$ cat src/rtl/smul_pkg.sv
package smul_pkg;
   localparam int NUM_QUAD = 4;

   typedef enum logic [1:0] {
      QD_LL = 2'd0,
      QD_LH = 2'd1,
      QD_HL = 2'd2,
      QD_HH = 2'd3
   } quad_e;

   function automatic int quad_shift(input int q, input int half_w);
      case (q)
         0:       return 0;
         3:       return 2 * half_w;
         default: return half_w;
      endcase
   endfunction
endpackage

$ cat src/rtl/smul_sub_exact.sv
module smul_sub_exact #(
   parameter int HALF_W = 8,
   localparam int SUB_W = 2 * HALF_W
) (
   input  logic [HALF_W-1:0] x,
   input  logic [HALF_W-1:0] y,
   output logic [SUB_W-1:0]  p
);
   assign p = SUB_W'(x) * SUB_W'(y);
endmodule

$ cat src/rtl/smul_sub_trunc.sv
module smul_sub_trunc #(
   parameter int HALF_W    = 8,
   parameter int TRUNC_COLS = HALF_W / 2,
   localparam int SUB_W = 2 * HALF_W
) (
   input  logic [HALF_W-1:0] x,
   input  logic [HALF_W-1:0] y,
   output logic [SUB_W-1:0]  p
);
   if (TRUNC_COLS < 0 || TRUNC_COLS > SUB_W - 1) begin : g_bad_cols
      $error("smul_sub_trunc: TRUNC_COLS out of range");
   end

   // Column-kept partial-product array: only bits of weight >= TRUNC_COLS
   always_comb begin
      p = '0;
      for (int i = 0; i < HALF_W; i++) begin
         for (int j = 0; j < HALF_W; j++) begin
            if (i + j >= TRUNC_COLS) begin
               p = p + (SUB_W'(x[i] & y[j]) << (i + j));
            end
         end
      end
   end
endmodule

$ cat src/rtl/smul_quad.sv
module smul_quad #(
   parameter int HALF_W       = 8,
   parameter int TRUNC_COLS   = HALF_W / 2,
   parameter bit ALLOW_APPROX = 1'b1,
   localparam int SUB_W = 2 * HALF_W
) (
   input  logic [HALF_W-1:0] x,
   input  logic [HALF_W-1:0] y,
   input  logic              approx_en,
   output logic [SUB_W-1:0]  p
);
   logic [SUB_W-1:0] p_exact;

   smul_sub_exact #(.HALF_W(HALF_W)) u_exact (
      .x (x),
      .y (y),
      .p (p_exact)
   );

   if (ALLOW_APPROX) begin : g_sel
      logic [SUB_W-1:0] p_trunc;
      smul_sub_trunc #(.HALF_W(HALF_W), .TRUNC_COLS(TRUNC_COLS)) u_trunc (
         .x (x),
         .y (y),
         .p (p_trunc)
      );
      assign p = approx_en ? p_trunc : p_exact;
   end else begin : g_exact_only
      logic approx_en_unused;
      assign approx_en_unused = approx_en;
      assign p = p_exact;
   end
endmodule

$ cat src/rtl/smul_accum.sv
module smul_accum
   import smul_pkg::*;
#(
   parameter int HALF_W = 8,
   localparam int SUB_W  = 2 * HALF_W,
   localparam int PROD_W = 4 * HALF_W,
   localparam int MID_W  = SUB_W + 1
) (
   input  logic [SUB_W-1:0]  sub_p [NUM_QUAD],
   output logic [PROD_W-1:0] sum
);
   logic [MID_W-1:0]  cross_sum;
   logic [PROD_W-1:0] edge_pair;
   logic [PROD_W-1:0] cross_placed;

   // The two mixed quadrants share weight 2^HALF_W: add them once, place once
   assign cross_sum    = MID_W'(sub_p[QD_LH]) + MID_W'(sub_p[QD_HL]);
   // HH and LL do not overlap: concatenation places them at 2^(2k) and 2^0
   assign edge_pair    = {sub_p[QD_HH], sub_p[QD_LL]};
   assign cross_placed = PROD_W'(cross_sum) << quad_shift(int'(QD_LH), HALF_W);
   assign sum          = edge_pair + cross_placed;
endmodule

$ cat src/rtl/split_mul.sv
module split_mul
   import smul_pkg::*;
#(
   parameter int HALF_W     = 8,
   parameter int TRUNC_COLS = HALF_W / 2,
   parameter bit PIPE_SUB   = 1'b1,
   localparam int OP_W   = 2 * HALF_W,
   localparam int SUB_W  = 2 * HALF_W,
   localparam int PROD_W = 4 * HALF_W
) (
   input  logic              clk,
   input  logic              rst_n,
   input  logic [OP_W-1:0]   op_a,
   input  logic [OP_W-1:0]   op_b,
   input  logic [3:0]        approx_mask,
   output logic [PROD_W-1:0] product
);
   if (HALF_W < 2) begin : g_bad_half
      $error("split_mul: HALF_W must be at least 2");
   end
   if (TRUNC_COLS < 0 || TRUNC_COLS > SUB_W - 1) begin : g_bad_trunc
      $error("split_mul: TRUNC_COLS must lie in 0..2*HALF_W-1");
   end

   logic [HALF_W-1:0] a_half [2];
   logic [HALF_W-1:0] b_half [2];
   logic [SUB_W-1:0]  sub_d  [NUM_QUAD];
   logic [SUB_W-1:0]  sub_q  [NUM_QUAD];
   logic [PROD_W-1:0] sum_d;

   assign a_half[0] = op_a[HALF_W-1:0];
   assign a_half[1] = op_a[OP_W-1:HALF_W];
   assign b_half[0] = op_b[HALF_W-1:0];
   assign b_half[1] = op_b[OP_W-1:HALF_W];

   // Quadrant q takes A half (q>>1) and B half (q&1)
   for (genvar q = 0; q < NUM_QUAD; q++) begin : g_quad
      smul_quad #(
         .HALF_W       (HALF_W),
         .TRUNC_COLS   (TRUNC_COLS),
         .ALLOW_APPROX (q != int'(QD_HH))
      ) u_quad (
         .x         (a_half[q / 2]),
         .y         (b_half[q % 2]),
         .approx_en (approx_mask[q]),
         .p         (sub_d[q])
      );
   end

   if (PIPE_SUB) begin : g_sub_reg
      always_ff @(posedge clk or negedge rst_n) begin
         if (!rst_n) begin
            for (int q = 0; q < NUM_QUAD; q++) sub_q[q] <= '0;
         end else begin
            for (int q = 0; q < NUM_QUAD; q++) sub_q[q] <= sub_d[q];
         end
      end
   end else begin : g_sub_wire
      always_comb begin
         for (int q = 0; q < NUM_QUAD; q++) sub_q[q] = sub_d[q];
      end
   end

   smul_accum #(.HALF_W(HALF_W)) u_accum (
      .sub_p (sub_q),
      .sum   (sum_d)
   );

   always_ff @(posedge clk or negedge rst_n) begin
      if (!rst_n) product <= '0;
      else        product <= sum_d;
   end
endmodule

$ cat config.mk
export PLATFORM = sky130hd
export DESIGN_NAME = split_mul
export DESIGN_NICKNAME = d
export VERILOG_FILES = /design/src/rtl/smul_pkg.sv /design/src/rtl/smul_sub_exact.sv /design/src/rtl/smul_sub_trunc.sv /design/src/rtl/smul_quad.sv /design/src/rtl/smul_accum.sv /design/src/rtl/split_mul.sv
export SDC_FILE = /design/constraint.sdc
export NUM_CORES = 1
export LEC_CHECK = 0
export ABC_AREA = 1
export BUFFER_PORTS_ARGS = -buffer_cell sky130_fd_sc_hd__buf_2
export CAP_MARGIN = 20
export CORE_MARGIN = 2
export CORE_UTILIZATION = 40
export CTS_CLUSTER_SIZE = 16
export DETAILED_ROUTE_END_ITERATION = 12
export PLACE_DENSITY_LB_ADDON = 0.2
export SKIP_CTS_REPAIR_TIMING = 1
export SLEW_MARGIN = 0
export SYNTH_ARGS = -nofsm -noshare
export SYNTH_HDL_FRONTEND = slang
export SYNTH_SLANG_ARGS = --single-unit
$ cat constraint.sdc
create_clock -name clk -period 3.61 [get_ports clk]
set_input_delay 0.5415 -clock clk [delete_from_list [all_inputs] [get_ports clk]]
set_output_delay 0.5415 -clock clk [all_outputs]
set_load 0.01 [all_outputs]
After elaboration in Yosys (flattened, before gate mapping)
Index checks and enable logic that the tools add are counted.

storage, ports and cells
  input bits = 38
  logic and storage cells = 335
  register bits = 96

operators by class
  bitwise operators = 162
  add/subtract/negate cells = 161
  muxes and demuxes = 3
  multipliers = 4

operators with widths
  cell                        number
  adder 16 bit                39
  adder 16 x 7 -> 16 bit      21
  adder 16 x 8 -> 16 bit      21
  adder 16 x 6 -> 16 bit      18
  adder 16 x 9 -> 16 bit      18
  adder 16 x 10 -> 16 bit     12
  adder 16 x 5 -> 16 bit      12
  bitwise AND 1 bit           162
  adder 16 x 11 -> 16 bit     9
  adder 16 x 12 -> 16 bit     6
  multiplier 8 x 8 -> 16 bit  4
  adder 16 x 13 -> 16 bit     3
  two-way mux 16 bit          3
  adder 32 x 25 -> 32 bit     1
  adder 16 x 16 -> 17 bit     1

Depth between registers and ports, before layout
Gate-level depths: netlist of the first run.

  depth after elaboration = 55
  mapped depth = 22
  gate-level depth less buffers = 21

Hierarchy
A second synthesis of the first run with hierarchy kept.

unflattened totals
  cell total of the unflattened synthesis = 3,003
  area, all modules = 20,613.5 µm²

by module, submodules not included
  module                                            area an instance (µm²)  sequential area each (µm²)  cells an instance  times used
  smul_sub_exact at g_quad[0].u_quad.u_exact ...    2,396.0                 0.0                         375                2
  smul_accum                                        2,473.6                 0.0                         478                1
  smul_sub_exact at g_quad[3].u_quad.u_exact        2,412.3                 0.0                         378                1
  smul_sub_exact at g_quad[2].u_quad.u_exact        2,403.6                 0.0                         375                1
  split_mul                                         2,402.3                 2,402.3                     96                 1
  smul_sub_trunc at g_quad[0].u_quad.g_sel.u_trunc  1,801.7                 0.0                         257                1
  smul_sub_trunc at g_quad[2].u_quad.g_sel.u_trunc  1,800.5                 0.0                         256                1
  smul_sub_trunc at g_quad[1].u_quad.g_sel.u_trunc  1,795.5                 0.0                         257                1
  smul_quad at g_quad[0].u_quad ...                 244.0                   0.0                         52                 3

Worst setup path after synthesis of the first run
No wires, ideal clock.

  kind = input -> register
  start point = input port op_a[1]
  end point = register sub_q[45] (netlist bit)
  slack = -0.890 ns
  buffers on the path = 2
  stages on the path = 20
  data arrival time = 4.382 ns
  setup time = 0.118 ns
  cell sequence = clkbuf_1 clkbuf_1 nand2_1 inv_1 fa_1 fa_1 fa_1 inv_1 fa_1 inv_1 ha_1 fa_1 nand2_1 nand3_1 nand2_1 inv_1 nand3_1 nand3_1 nand3_1 nand2_1

on the way
  longest elaborated chain between the ends = 52
  elaborated cells between the ends (all ways) = 57
  classes of those cells = 50 x add/sub; 1 x mul; 1 x mux; 5 x bitwise

RTL lines
  item                         RTL line              RTL
  from (decl)                  split_mul.sv:13       input logic [OP_W-1:0] op_a,
  bitwise AND 1 bit            smul_sub_trunc.sv:20  p = p + (SUB_W'(x[i] & y[j]) << (i + j));
  adder 16 x 5 -> 16 bit       smul_sub_trunc.sv:20
  adder 16 x 6 -> 16 bit       smul_sub_trunc.sv:20
  adder 16 x 7 -> 16 bit       smul_sub_trunc.sv:20
  adder 16 x 8 -> 16 bit       smul_sub_trunc.sv:20
  adder 16 x 9 -> 16 bit       smul_sub_trunc.sv:20
  adder 16 x 5 -> 16 bit       smul_sub_trunc.sv:20
  adder 16 x 6 -> 16 bit       smul_sub_trunc.sv:20
  (+25 left out)               -
  adder 16 x 12 -> 16 bit      smul_sub_trunc.sv:20
  adder 16 x 13 -> 16 bit      smul_sub_trunc.sv:20
  adder 16 x 7 -> 16 bit       smul_sub_trunc.sv:20
  adder 16 x 8 -> 16 bit       smul_sub_trunc.sv:20
  adder 16 x 9 -> 16 bit       smul_sub_trunc.sv:20
  adder 16 bit (13 in series)  smul_sub_trunc.sv:20
  two-way mux 16 bit (*)       smul_quad.sv:27       assign p = approx_en ? p_trunc : p_exact;
  via g_quad[1].u_quad.p[13]   smul_quad.sv:10       output logic [SUB_W-1:0] p
  to (decl)                    split_mul.sv:28       logic [SUB_W-1:0] sub_q [NUM_QUAD];

The timed path passes the listed nets; every way through them passes the cells marked *.

Worst setup path in the final report of the first run
  start point = input port op_b[6]
  end point = register sub_q[29] (netlist bit)

on the way
  longest elaborated chain between the ends = 54
  elaborated cells between the ends (all ways) = 62
  classes of those cells = 52 x add/sub; 1 x mul; 1 x mux; 8 x bitwise

RTL lines
  item                         RTL line              RTL
  from (decl)                  split_mul.sv:14       input logic [OP_W-1:0] op_b,
  bitwise AND 1 bit            smul_sub_trunc.sv:20
  adder 16 x 7 -> 16 bit       smul_sub_trunc.sv:20
  adder 16 x 8 -> 16 bit       smul_sub_trunc.sv:20
  adder 16 x 5 -> 16 bit       smul_sub_trunc.sv:20
  adder 16 x 6 -> 16 bit       smul_sub_trunc.sv:20
  adder 16 x 7 -> 16 bit       smul_sub_trunc.sv:20
  adder 16 x 8 -> 16 bit       smul_sub_trunc.sv:20
  adder 16 x 9 -> 16 bit       smul_sub_trunc.sv:20
  (+27 left out)               -
  adder 16 x 12 -> 16 bit      smul_sub_trunc.sv:20
  adder 16 x 13 -> 16 bit      smul_sub_trunc.sv:20
  adder 16 x 7 -> 16 bit       smul_sub_trunc.sv:20
  adder 16 x 8 -> 16 bit       smul_sub_trunc.sv:20
  adder 16 x 9 -> 16 bit       smul_sub_trunc.sv:20
  adder 16 bit (13 in series)  smul_sub_trunc.sv:20
  two-way mux 16 bit (*)       smul_quad.sv:27
  via g_quad[2].u_quad.p[13]   smul_quad.sv:10

Marks and branches as above.

==> results of run 1 <==
[sequential cells by signal, indices dropped and copies added (netlist names)]
register and count:
product 32, sub_q 64
[worst paths after layout]
check                                     from               endpoint  slack, ps  cells past startpoint
setup / recovery                       op_b[6]    sub_q[29]$_DFF_PN0_       -310                     20
hold / removal                           rst_n   product[0]$_DFF_PN0_        220                      1
setup reg to reg           sub_q[32]$_DFF_PN0_  product[26]$_DFF_PN0_        510                     20
hold reg to reg            sub_q[50]$_DFF_PN0_   product[2]$_DFF_PN0_        350                      0
max in group asynchronous                rst_n    sub_q[61]$_DFF_PN0_       2690                      2
min in group clk           sub_q[50]$_DFF_PN0_   product[2]$_DFF_PN0_        350                      0
[cell type report]
type	instances	area share, %
clock inverters	4	0.2455
well taps	607	3.171
repair buffers	349	12.18
inverters	784	12.36
flip-flops and latches	96	10.03
clock buffers	12	1.071
multi-input cells	1655	60.94
[critical path, stage by stage]
cell and delay (ps):
buf_12 120, buf_8 130, nand2_2 50, inv_2 30
fa_2 550, fa_1 440, fa_1 530, inv_2 40
fa_1 510, inv_2 50, ha_4 160, fa_2 420
nand2_4 90, nand3_4 80, o21ai_4 90, nor2_2 50
nor2_1 100, nand2_1 70, nand3_2 60, nand2_1 50
[synthesized netlist by cell type (all sizes together)]
cell / count
o21ai: 44
o21a: 3
nor4: 1
fa: 239
ha: 246
nor3: 8
or2: 9
and2: 5
clkinv: 3
nand2: 721
nand4: 23
dfrtp: 96
buf: 11
a21o: 3
a31oi: 2
inv: 781
o211ai: 1
nor2: 97
nand3: 125
clkbuf: 59
o21bai: 6
xnor2: 15
xor2: 26
nand3b: 7
a21boi: 3
a21oi: 71
[per-stage QoR]
step,hold slack (ps),instances,total power [mW],util (%),instance area (sq um)
final,220.6,3507,16.99,51.78,23950
after global routing,279.3,3507,18.82,51.78,23950
after CTS,243.5,3466,15.15,47.69,22060
after detailed placement,334.7,3450,14.00,47.01,21740
after global placement,333.9,3450,13.85,47.01,21740
after floorplan,245.9,2605,10.43,-,19530
[metal layers]
layer / wire length (um) / part of all wire (%) / vias to the layer above / track usage [%]
met1: 23460 / 46 / 7796 / 28.04
li1: - / - / 8171 / -
met4: 1144 / 2.3 / 4 / 5.973
met3: 1683 / 3.3 / 72 / 2.692
met5: 28 / 0.055 / - / 0
met2: 24450 / 48 / 252 / 37.19
[cells by family (layout without fill, tap and decap cells)]
family	Yosys count	after routing
and+or+nand+nor	996	996
buffers and inverters	854	1149
adders and majority gates	485	485
AOI/OAI and AO/OA	133	133
DFF	96	96
xor gates and xnor gates	41	41
[power groups by stage]
stage          logic, mW  registers [mW]  clock network, mW
6_report            14.0            1.89               1.05
5_1_grt             15.8            1.92               1.12
4_1_cts             12.2            1.89               1.08
3_5_place_dp        12.1            1.90                  0
3_3_place_gp        12.0            1.90                  0
2_1_floorplan       8.62            1.81                  0
==> results by group, run 1 <==
Outcome
  – Outcome: finished, violations left
  – Failing checks: negative setup slack

Placement
  – GP Congestion: 0.9175
  – Pre-CTS setup slack: -921.8 ps
  – HPWL after DPL: 43.64 mm
  – Port Buffers: 68

Timing
  – Clock Skew: 4.808 ps
  – Final Slew Violations: 0
  – Slew at the pin with the worst max-slew slack: 693.3 ps
  – Worst Setup Slack, final: -308.3 ps
  – RSZ-0062 raised after global routing: true
  – Finish-stage setup viols: 34
  – Final setup TNS: -5995 ps
  – Final Hold Fails: 0
  – Max Freq: 0.2552 GHz
  – Worst slew margin: 53.78%
  – Final Cycle Share: 108.5%
  – Final min period: 3918 ps

Cells and area
  – Register area: 2402 sq um
  – FILL cells: 4,470
  – Final net count: 3,418
  – Share of cells above drive strength 1: 26.48%
  – Commonest non-fill, non-tap cells in the layout: inv_1 (689), nand2_1 (593), buf_4 (243)
  – Multi-input gate area: 14,600 sq um
  – # diodes: 0
  – P&R area growth vs syn: 28.43%
  – Most common cell after layout, fill and taps aside: inv_1

Setup path
  – Worst setup EP type: flip-flop
  – CP arrival: 4170 ps
  – CP startpoint kind: primary input
  – CP Data Required Time: 3860 ps
  – CP Max Fanout: 6
  – WS Path Type: in -> reg

Synthesis
  – Post-Synth Adder-Cell Area: 42.16%
  – Compound-Gate Fraction of Synth Area: 3.898%
  – Mapped Cells: 2,605
  – Post-synthesis xor/xnor area fraction: 1.926%
  – Synth area leader: fa_1
  – Synth unique cells: 35
  – Mux share of post-synthesis cell area: 0%
  – Synthesized net count: 3,128
  – Synth Warn #: 0
  – Synthesized area per cell: 7.159 sq um
  – Share of the synthesized area in the top cell type: 25.66%
  – Register area share after synthesis: 12.88%
  – Combinational family with the most area after synthesis: adder cells
  – Largest cells by area after synthesis: fa_1 (26%), ha_1 (17%), inv_1 (16%)
  – Simple-Gate Fraction of Synth Area: 21.89%
  – Cell Area, Synth: 18,650 sq um
  – Yosys reg bits: 96

Global route
  – Global route total overflow: 0
  – GRT Total Usage: 21.45%
  – Largest net degree at the start of global routing: 51
  – First-pass GRT wire length: 82.07 mm
  – Initial antenna violation count: 2
  – Vias in the first global route: 16.90k

Clock tree
  – Clk root buf: clkbuf_16
  – CTS H-tree depth: 3
  – CTS Buffer Depth: 2
  – CTS tree: built
  – Clk pin slew, worst setup/hold paths: 70 ps
  – Clk_lat worst skew: 360 ps
  – # clock sinks: 96
  – TritonCTS Buffers: 9

Floorplanning
  – Die Span Y: 219.9 um
  – IO Pins: 70
  – Core area: 46,260 sq um
  – DIE WIDTH: 219.9 um
  – Row cnt: 79
  – Starting density of the core: 40.31%
  – Die area: 48,370 sq um

Pwr
  – Comb power frac: 82.7%
  – Peak VDD IR: 0.7189 mV
  – Clock network fraction of total power: 6.2%
  – Flop pwr share: 11.1%
  – Pwr dens: 709.2 nW/um^2
  – Net Sw Power: 8.997 mW
  – Int Pwr: 7.990 mW
  – Switching Share: 52.96%
  – Leak: 14.62 nW

Drt
  – DRT Wirelength: 50.76 mm
  – Drt first pass iters: 5
  – Via count: 16.30k
  – DR vias/cell: 4.646
  – Post-DRT Antenna Nets: 0
  – Drt initial violations: 617
  – Post-DR wirelength/cell: 14.48 um
  – Drt drc: 0

Worst hold path
  – HP Class: in -> async

Flow run
  – Max-cap violation count: 0
(Power assumes the default switching activity.)
==> inputs of run 2 (changes only) <==
--- a/config.mk
+++ b/config.mk
@@ -8,11 +8,11 @@
 export ABC_AREA = 1
 export BUFFER_PORTS_ARGS = -buffer_cell sky130_fd_sc_hd__buf_2
 export CAP_MARGIN = 20
-export CORE_MARGIN = 2
 export CORE_UTILIZATION = 40
 export CTS_CLUSTER_SIZE = 16
 export DETAILED_ROUTE_END_ITERATION = 12
 export PLACE_DENSITY_LB_ADDON = 0.2
+export RECOVER_POWER = 50
 export SKIP_CTS_REPAIR_TIMING = 1
 export SLEW_MARGIN = 0
 export SYNTH_ARGS = -nofsm -noshare
==> run 2 against run 1 <==
  * The run ends with max-capacitance violations, max-slew violations, negative setup slack left
  * Non-clock buffer count shrank 20
  * Via count down 0.46%
  * Global-route usage increased by 0.24 points
  * Worst hold slack gained 130 ps
  * Cell area fell by 1.8%
  * Register-to-register slack improved by 80 ps
  * Total power decreased by 3.3%
  * Sequential power is essentially flat
  * Setup slack improved by 20 ps
  * Flip-flop and latch count stayed put
  * Core utilization decreased by 0.29 points
  * Largest cell class unchanged
  * Highest routed layer unchanged
==> results by group, run 2 (synthesis results as in run 1) <==
Timing
  – Worst Setup Slack, final: -288.5 ps
  – Finish-stage setup viols: 37
  – Slew at the pin with the worst max-slew slack: 1661 ps
  – Worst slew margin: -10.72%
  – Final Cycle Share: 108.0%
  – Clock Skew: 15.39 ps
  – RSZ-0062 raised after global routing: true
  – Final Slew Violations: 58
  – Max Freq: 0.2565 GHz
  – Final Hold Fails: 0
  – Final min period: 3898 ps

Global route
  – First-pass GRT wire length: 81.60 mm
  – Global route total overflow: 0
  – Largest net degree at the start of global routing: 58
  – Vias in the first global route: 16.99k
  – Initial antenna violation count: 1
  – GRT Total Usage: 21.69%

Setup path
  – FF-to-FF path depth: 20
  – Worst setup EP type: flip-flop
  – CP Max Fanout: 6
  – CP startpoint kind: primary input
  – Critical register-to-register path startpoint: sub_q[32]$_DFF_PN0_
  – R2r setup slk: 590 ps
  – WS Path Type: in -> reg
  – CP arrival: 4170 ps
  – CP Data Required Time: 3890 ps
  – R2r endpoint: product[25]$_DFF_PN0_

Pwr
  – Comb power frac: 82.1%
  – Flop pwr share: 11.5%
  – Leak: 14.49 nW
  – Clock network fraction of total power: 6.4%
  – Pwr dens: 698.7 nW/um^2
  – Switching Share: 53.00%
  – Int Pwr: 7.723 mW
  – Peak VDD IR: 0.7009 mV
  – Net Sw Power: 8.708 mW

Outcome
  – Failing checks: max-capacitance violations, max-slew violations, negative setup slack
  – Outcome: finished, violations left

Clock tree
  – CTS H-tree depth: 3
  – Clk root buf: clkbuf_16
  – CTS Buffer Depth: 2
  – Clk_lat worst skew: 360 ps
  – TritonCTS Buffers: 9
  – Clk pin slew, worst setup/hold paths: 80 ps
  – # clock sinks: 96
  – CTS tree: built

Placement
  – Placed cells: 3,443
  – GP Congestion: 0.8997
  – HPWL after DPL: 42.19 mm
  – Placed Area: 21,750 sq um
  – Port Buffers: 68

Drt
  – Post-DRT Antenna Nets: 0
  – Post-DR wirelength/cell: 14.14 um
  – DRT Wirelength: 49.21 mm
  – Drt drc: 0
  – DR vias/cell: 4.661
  – Drt first pass iters: 6
  – Drt initial violations: 632
  – Via count: 16.22k

Worst hold path
  – Hold_sp: sub_q[54]$_DFF_PN0_
  – Worst Hold Endpoint: product[6]$_DFF_PN0_
  – HP Class: reg -> reg
  – Hold path cells: 0

Cells and area
  – # diodes: 0
  – Share of cells above drive strength 1: 24.76%
  – Largest regs: sub_q (64), product (32)
  – Commonest non-fill, non-tap cells in the layout: inv_1 (689), nand2_1 (599), buf_4 (223)
  – P&R area growth vs syn: 26.11%
  – Post-Layout Inst Area: 23,520 sq um
  – Top reg by flops: sub_q
  – Max reg flops: 64
  – Final net count: 3,398
  – Final Instance Count excl. Fillers: 3,480
  – Most common cell after layout, fill and taps aside: inv_1

Floorplanning
  – DIE WIDTH: 217.9 um
  – Die area: 47,490 sq um
  – Row cnt: 78
  – Starting density of the core: 40.83%
  – Core area: 45,670 sq um
  – Die Span Y: 217.9 um
  – IO Pins: 70

Flow run
  – Max-cap violation count: 1
## run 2: worst max-delay path by stage
stage                     startpoint             endpoint  slack (ps)  cells past startpoint
after floorplan             op_b[13]  sub_q[45]$_DFF_PN0_        -530                     21
after global placement       op_a[5]  sub_q[43]$_DFF_PN0_        -800                     18
after detailed placement     op_a[5]  sub_q[45]$_DFF_PN0_        -840                     20
after CTS                    op_a[5]  sub_q[45]$_DFF_PN0_        -450                     20
after global routing         op_b[6]  sub_q[29]$_DFF_PN0_        -470                     20
final                       op_b[11]  sub_q[13]$_DFF_PN0_        -290                     20
## run 2: through the flow
step | utilization (%) | hold WS [ps] | setup TNS [ps] | power [mW] | worst slack, ps
floorplan | - | 245.9 | -12140 | 10.43 | -530.5
global placement | 47.62 | 335.7 | -25710 | 13.83 | -798.1
detailed placement | 47.62 | 335.6 | -27180 | 13.94 | -842.2
CTS | 48.32 | 299.2 | -11320 | 15.12 | -454.8
global route | 51.49 | 356.4 | -12030 | 18.34 | -465.5
finish | 51.49 | 352.4 | -5919 | 16.43 | -288.5
## run 2: area by class of cell
type	count	area [sq um]
multi-input combinational	1655	14350
tap	600	750.7
timing repair buffer	329	2740
clock inverter	7	93.84
fill	4443	22160
inverter	784	2955
clock buffer	9	225.2
sequential	96	2402
## run 2: metal layers
| metal | vias up | track usage (%) | wire length, um |
|---|---|---|---|
| li1 | 8133 | - | - |
| met3 | 97 | 2.887 | 2124 |
| met2 | 310 | 37.95 | 23770 |
| met4 | 2 | 7.389 | 1504 |
| met5 | - | 0 | 10 |
| met1 | 7678 | 27.30 | 21800 |
## run 2: critical path, cell delays in order
cell      delay, ps
buf_12          110
buf_6           120
buf_8           130
nand2_4          50
inv_2            30
fa_1            500
inv_2            40
fa_1            490
inv_1            50
fa_1            510
inv_2            40
fa_1            550
inv_2            50
ha_4            310
buf_6           110
nand2_4          50
nor2_1          100
nand3b_1        110
nand3_2          80
xor2_1          190
## run 2: power by group through the flow
stage / clock network [mW] / registers [mW] / logic [mW]
after global routing: 1.13 / 1.92 / 15.3
after floorplan: 0 / 1.81 / 8.62
final: 1.06 / 1.88 / 13.5
after detailed placement: 0 / 1.90 / 12.0
after global placement: 0 / 1.90 / 11.9
after CTS: 1.09 / 1.88 / 12.1
==> inputs of run 3 (changes only) <==
==> constraint.sdc (replaced) <==
create_clock -name clk -period 3.45 [get_ports clk]
set_input_delay 0.5175 -clock clk [delete_from_list [all_inputs] [get_ports clk]]
set_output_delay 0.5175 -clock clk [all_outputs]
set_load 0.01 [all_outputs]
==> run 3 against run 2 <==
  * The run still ends with max-capacitance violations, max-slew violations, negative setup slack left
  * Cell area up 1.2%
  * Register-to-register slack got worse by 170 ps
  * Global-route usage increased by 0.22 points
  * Wire length increased by 3.1%
  * Setup slack got worse by 110 ps
  * Worst hold slack got worse by 2.7 ps
  * Non-clock buffer count rose by 12
  * Core utilization is 0.62 points higher
  * First-iteration DRC count is 5.7% higher
  * Critical path type unchanged
==> results by group, run 3 (synthesis results as in run 1) <==
Outcome
  – Outcome: finished, violations left
  – Failing checks: max-capacitance violations, max-slew violations, negative setup slack

Global route
  – Global route total overflow: 0
  – GRT Total Usage: 21.91%
  – Largest net degree at the start of global routing: 47
  – Grt met1 use: 28.71%
  – Initial antenna violation count: 2
  – Vias in the first global route: 17.05k
  – M3 GR Usage: 1.911%
  – GR Layer Usage met2: 38.18%
  – GR peak layer: met2
  – First-pass GRT wire length: 82.99 mm

Cells and area
  – Top reg by flops: sub_q
  – Commonest non-fill, non-tap cells in the layout: inv_1 (694), nand2_1 (584), buf_4 (230)
  – Most common cell after layout, fill and taps aside: inv_1
  – P&R area growth vs syn: 27.62%
  – Max reg flops: 64
  – Share of cells above drive strength 1: 26.14%
  – Largest regs: sub_q (64), product (32)
  – Final net count: 3,410

Placement
  – Port Buffers: 68
  – GP Congestion: 0.9040
  – HPWL after DPL: 43.21 mm

Setup path
  – Critical register-to-register path startpoint: sub_q[32]$_DFF_PN0_
  – CP Max Fanout: 8
  – WS Path Type: in -> reg
  – R2r setup slk: 420 ps
  – FF-to-FF path depth: 20
  – Worst setup EP type: flip-flop
  – R2r endpoint: product[26]$_DFF_PN0_
  – CP startpoint kind: primary input
  – CP arrival: 4100 ps
  – CP Data Required Time: 3700 ps

Timing
  – Final Hold Fails: 0
  – RSZ-0062 raised after global routing: true
  – Min Hold Slack: 349.7 ps
  – Slew at the pin with the worst max-slew slack: 2841 ps
  – Worst slew margin: -89.38%
  – Clock Skew: 14.65 ps
  – Final Slew Violations: 47
  – Finish-stage setup viols: 40
  – Final min period: 3849 ps
  – Final setup TNS: -10,700 ps
  – Max Freq: 0.2598 GHz
  – Worst Setup Slack, final: -399.0 ps
  – Final Cycle Share: 111.6%

Worst hold path
  – Hold_sp: sub_q[54]$_DFF_PN0_
  – HP Class: reg -> reg
  – Hold path cells: 0
  – Worst Hold Endpoint: product[6]$_DFF_PN0_

Pwr
  – Total chip power: 17.39 mW
  – Peak VDD IR: 0.6507 mV
  – Pwr dens: 730.6 nW/um^2
  – Leak: 14.59 nW

Drt
  – Drt initial violations: 668
  – Via count: 16.23k
  – Drt drc: 0
  – Drt first pass iters: 5
  – DRT Wirelength: 50.74 mm
  – DR vias/cell: 4.647
  – Post-DR wirelength/cell: 14.53 um
  – Post-DRT Antenna Nets: 0

Clock tree
  – CTS tree: built
  – Clk_lat worst skew: 370 ps
  – Clk pin slew, worst setup/hold paths: 70 ps
  – TritonCTS Buffers: 9
  – Clk root buf: clkbuf_16
  – CTS Buffer Depth: 2
  – # clock sinks: 96
  – CTS H-tree depth: 3

Floorplanning
  – IO Pins: 70
  – Die area: 47,490 sq um
  – Die Span Y: 217.9 um
  – DIE WIDTH: 217.9 um
  – Row cnt: 78
  – Starting density of the core: 40.83%
  – Core area: 45,670 sq um

Flow run
  – Max-cap violation count: 1
## run 3: changes by cell type in the layout (fill, tap and decap cells not counted), sizes merged
cell	delta
clkinv	+3
clkinvlp	-1
diode	+1
clkbuf	-2
inv	-1
buf	+14
bufinv	-1
## run 3: power breakdown
group	switching, mW	total (mW)	internal, mW	leakage [nW]
clock	0.523	1.04	0.517	0.150
combinational	8.42	14.4	5.98	13.3
sequential	0.297	1.95	1.65	1.17
## run 3: per-stage QoR
step	cell area, sq um	util, %	cells	setup slack (ps)
2_1_floorplan	19610	-	2605	-666.5
3_3_place_gp	21840	47.82	3449	-1002
3_5_place_dp	21840	47.82	3449	-1095
4_1_cts	22150	48.50	3465	-692.2
5_1_grt	23800	52.10	3492	-553.6
6_report	23800	52.11	3493	-399.0
## run 3: cell type report
type | count | area (sq um)
clock inverter | 7 | 81.33
sequential | 96 | 2402
tap | 600 | 750.7
multi-input combinational | 1655 | 14500
inverter | 784 | 2965
clock buffer | 9 | 225.2
fill | 4416 | 21870
timing repair buffer | 341 | 2872
antenna | 1 | 2.502
## run 3: worst max-delay path by stage
| stage | start | endpoint | cells after the start | slack (ps) |
|---|---|---|---|---|
| 6_report | op_b[4] | sub_q[29]$_DFF_PN0_ | 20 | -400 |
| 5_1_grt | op_b[4] | sub_q[31]$_DFF_PN0_ | 22 | -550 |
| 4_1_cts | op_a[2] | sub_q[43]$_DFF_PN0_ | 18 | -690 |
| 3_5_place_dp | op_a[2] | sub_q[43]$_DFF_PN0_ | 18 | -1090 |
| 3_3_place_gp | op_a[2] | sub_q[43]$_DFF_PN0_ | 18 | -1000 |
| 2_1_floorplan | op_b[13] | sub_q[45]$_DFF_PN0_ | 21 | -670 |
## run 3: worst max-delay path, stage by stage
cell	delay (ps)
buf_12	130
nand2_4	60
inv_4	40
buf_6	100
fa_1	550
fa_1	440
fa_1	540
inv_2	40
fa_1	510
inv_2	50
ha_4	160
fa_2	390
nand2_2	80
nand3_2	70
o21ai_2	90
nor2_2	70
nor2_1	90
nand2_1	60
nand3_1	70
nand2_1	50
## run 3: per-layer routing
metal  vias to the layer above  wire length, um
met4                         2             1348
met1                      7752            23230
met2                       251            24570
met5                         -               10
li1                       8157                -
met3                        69             1577
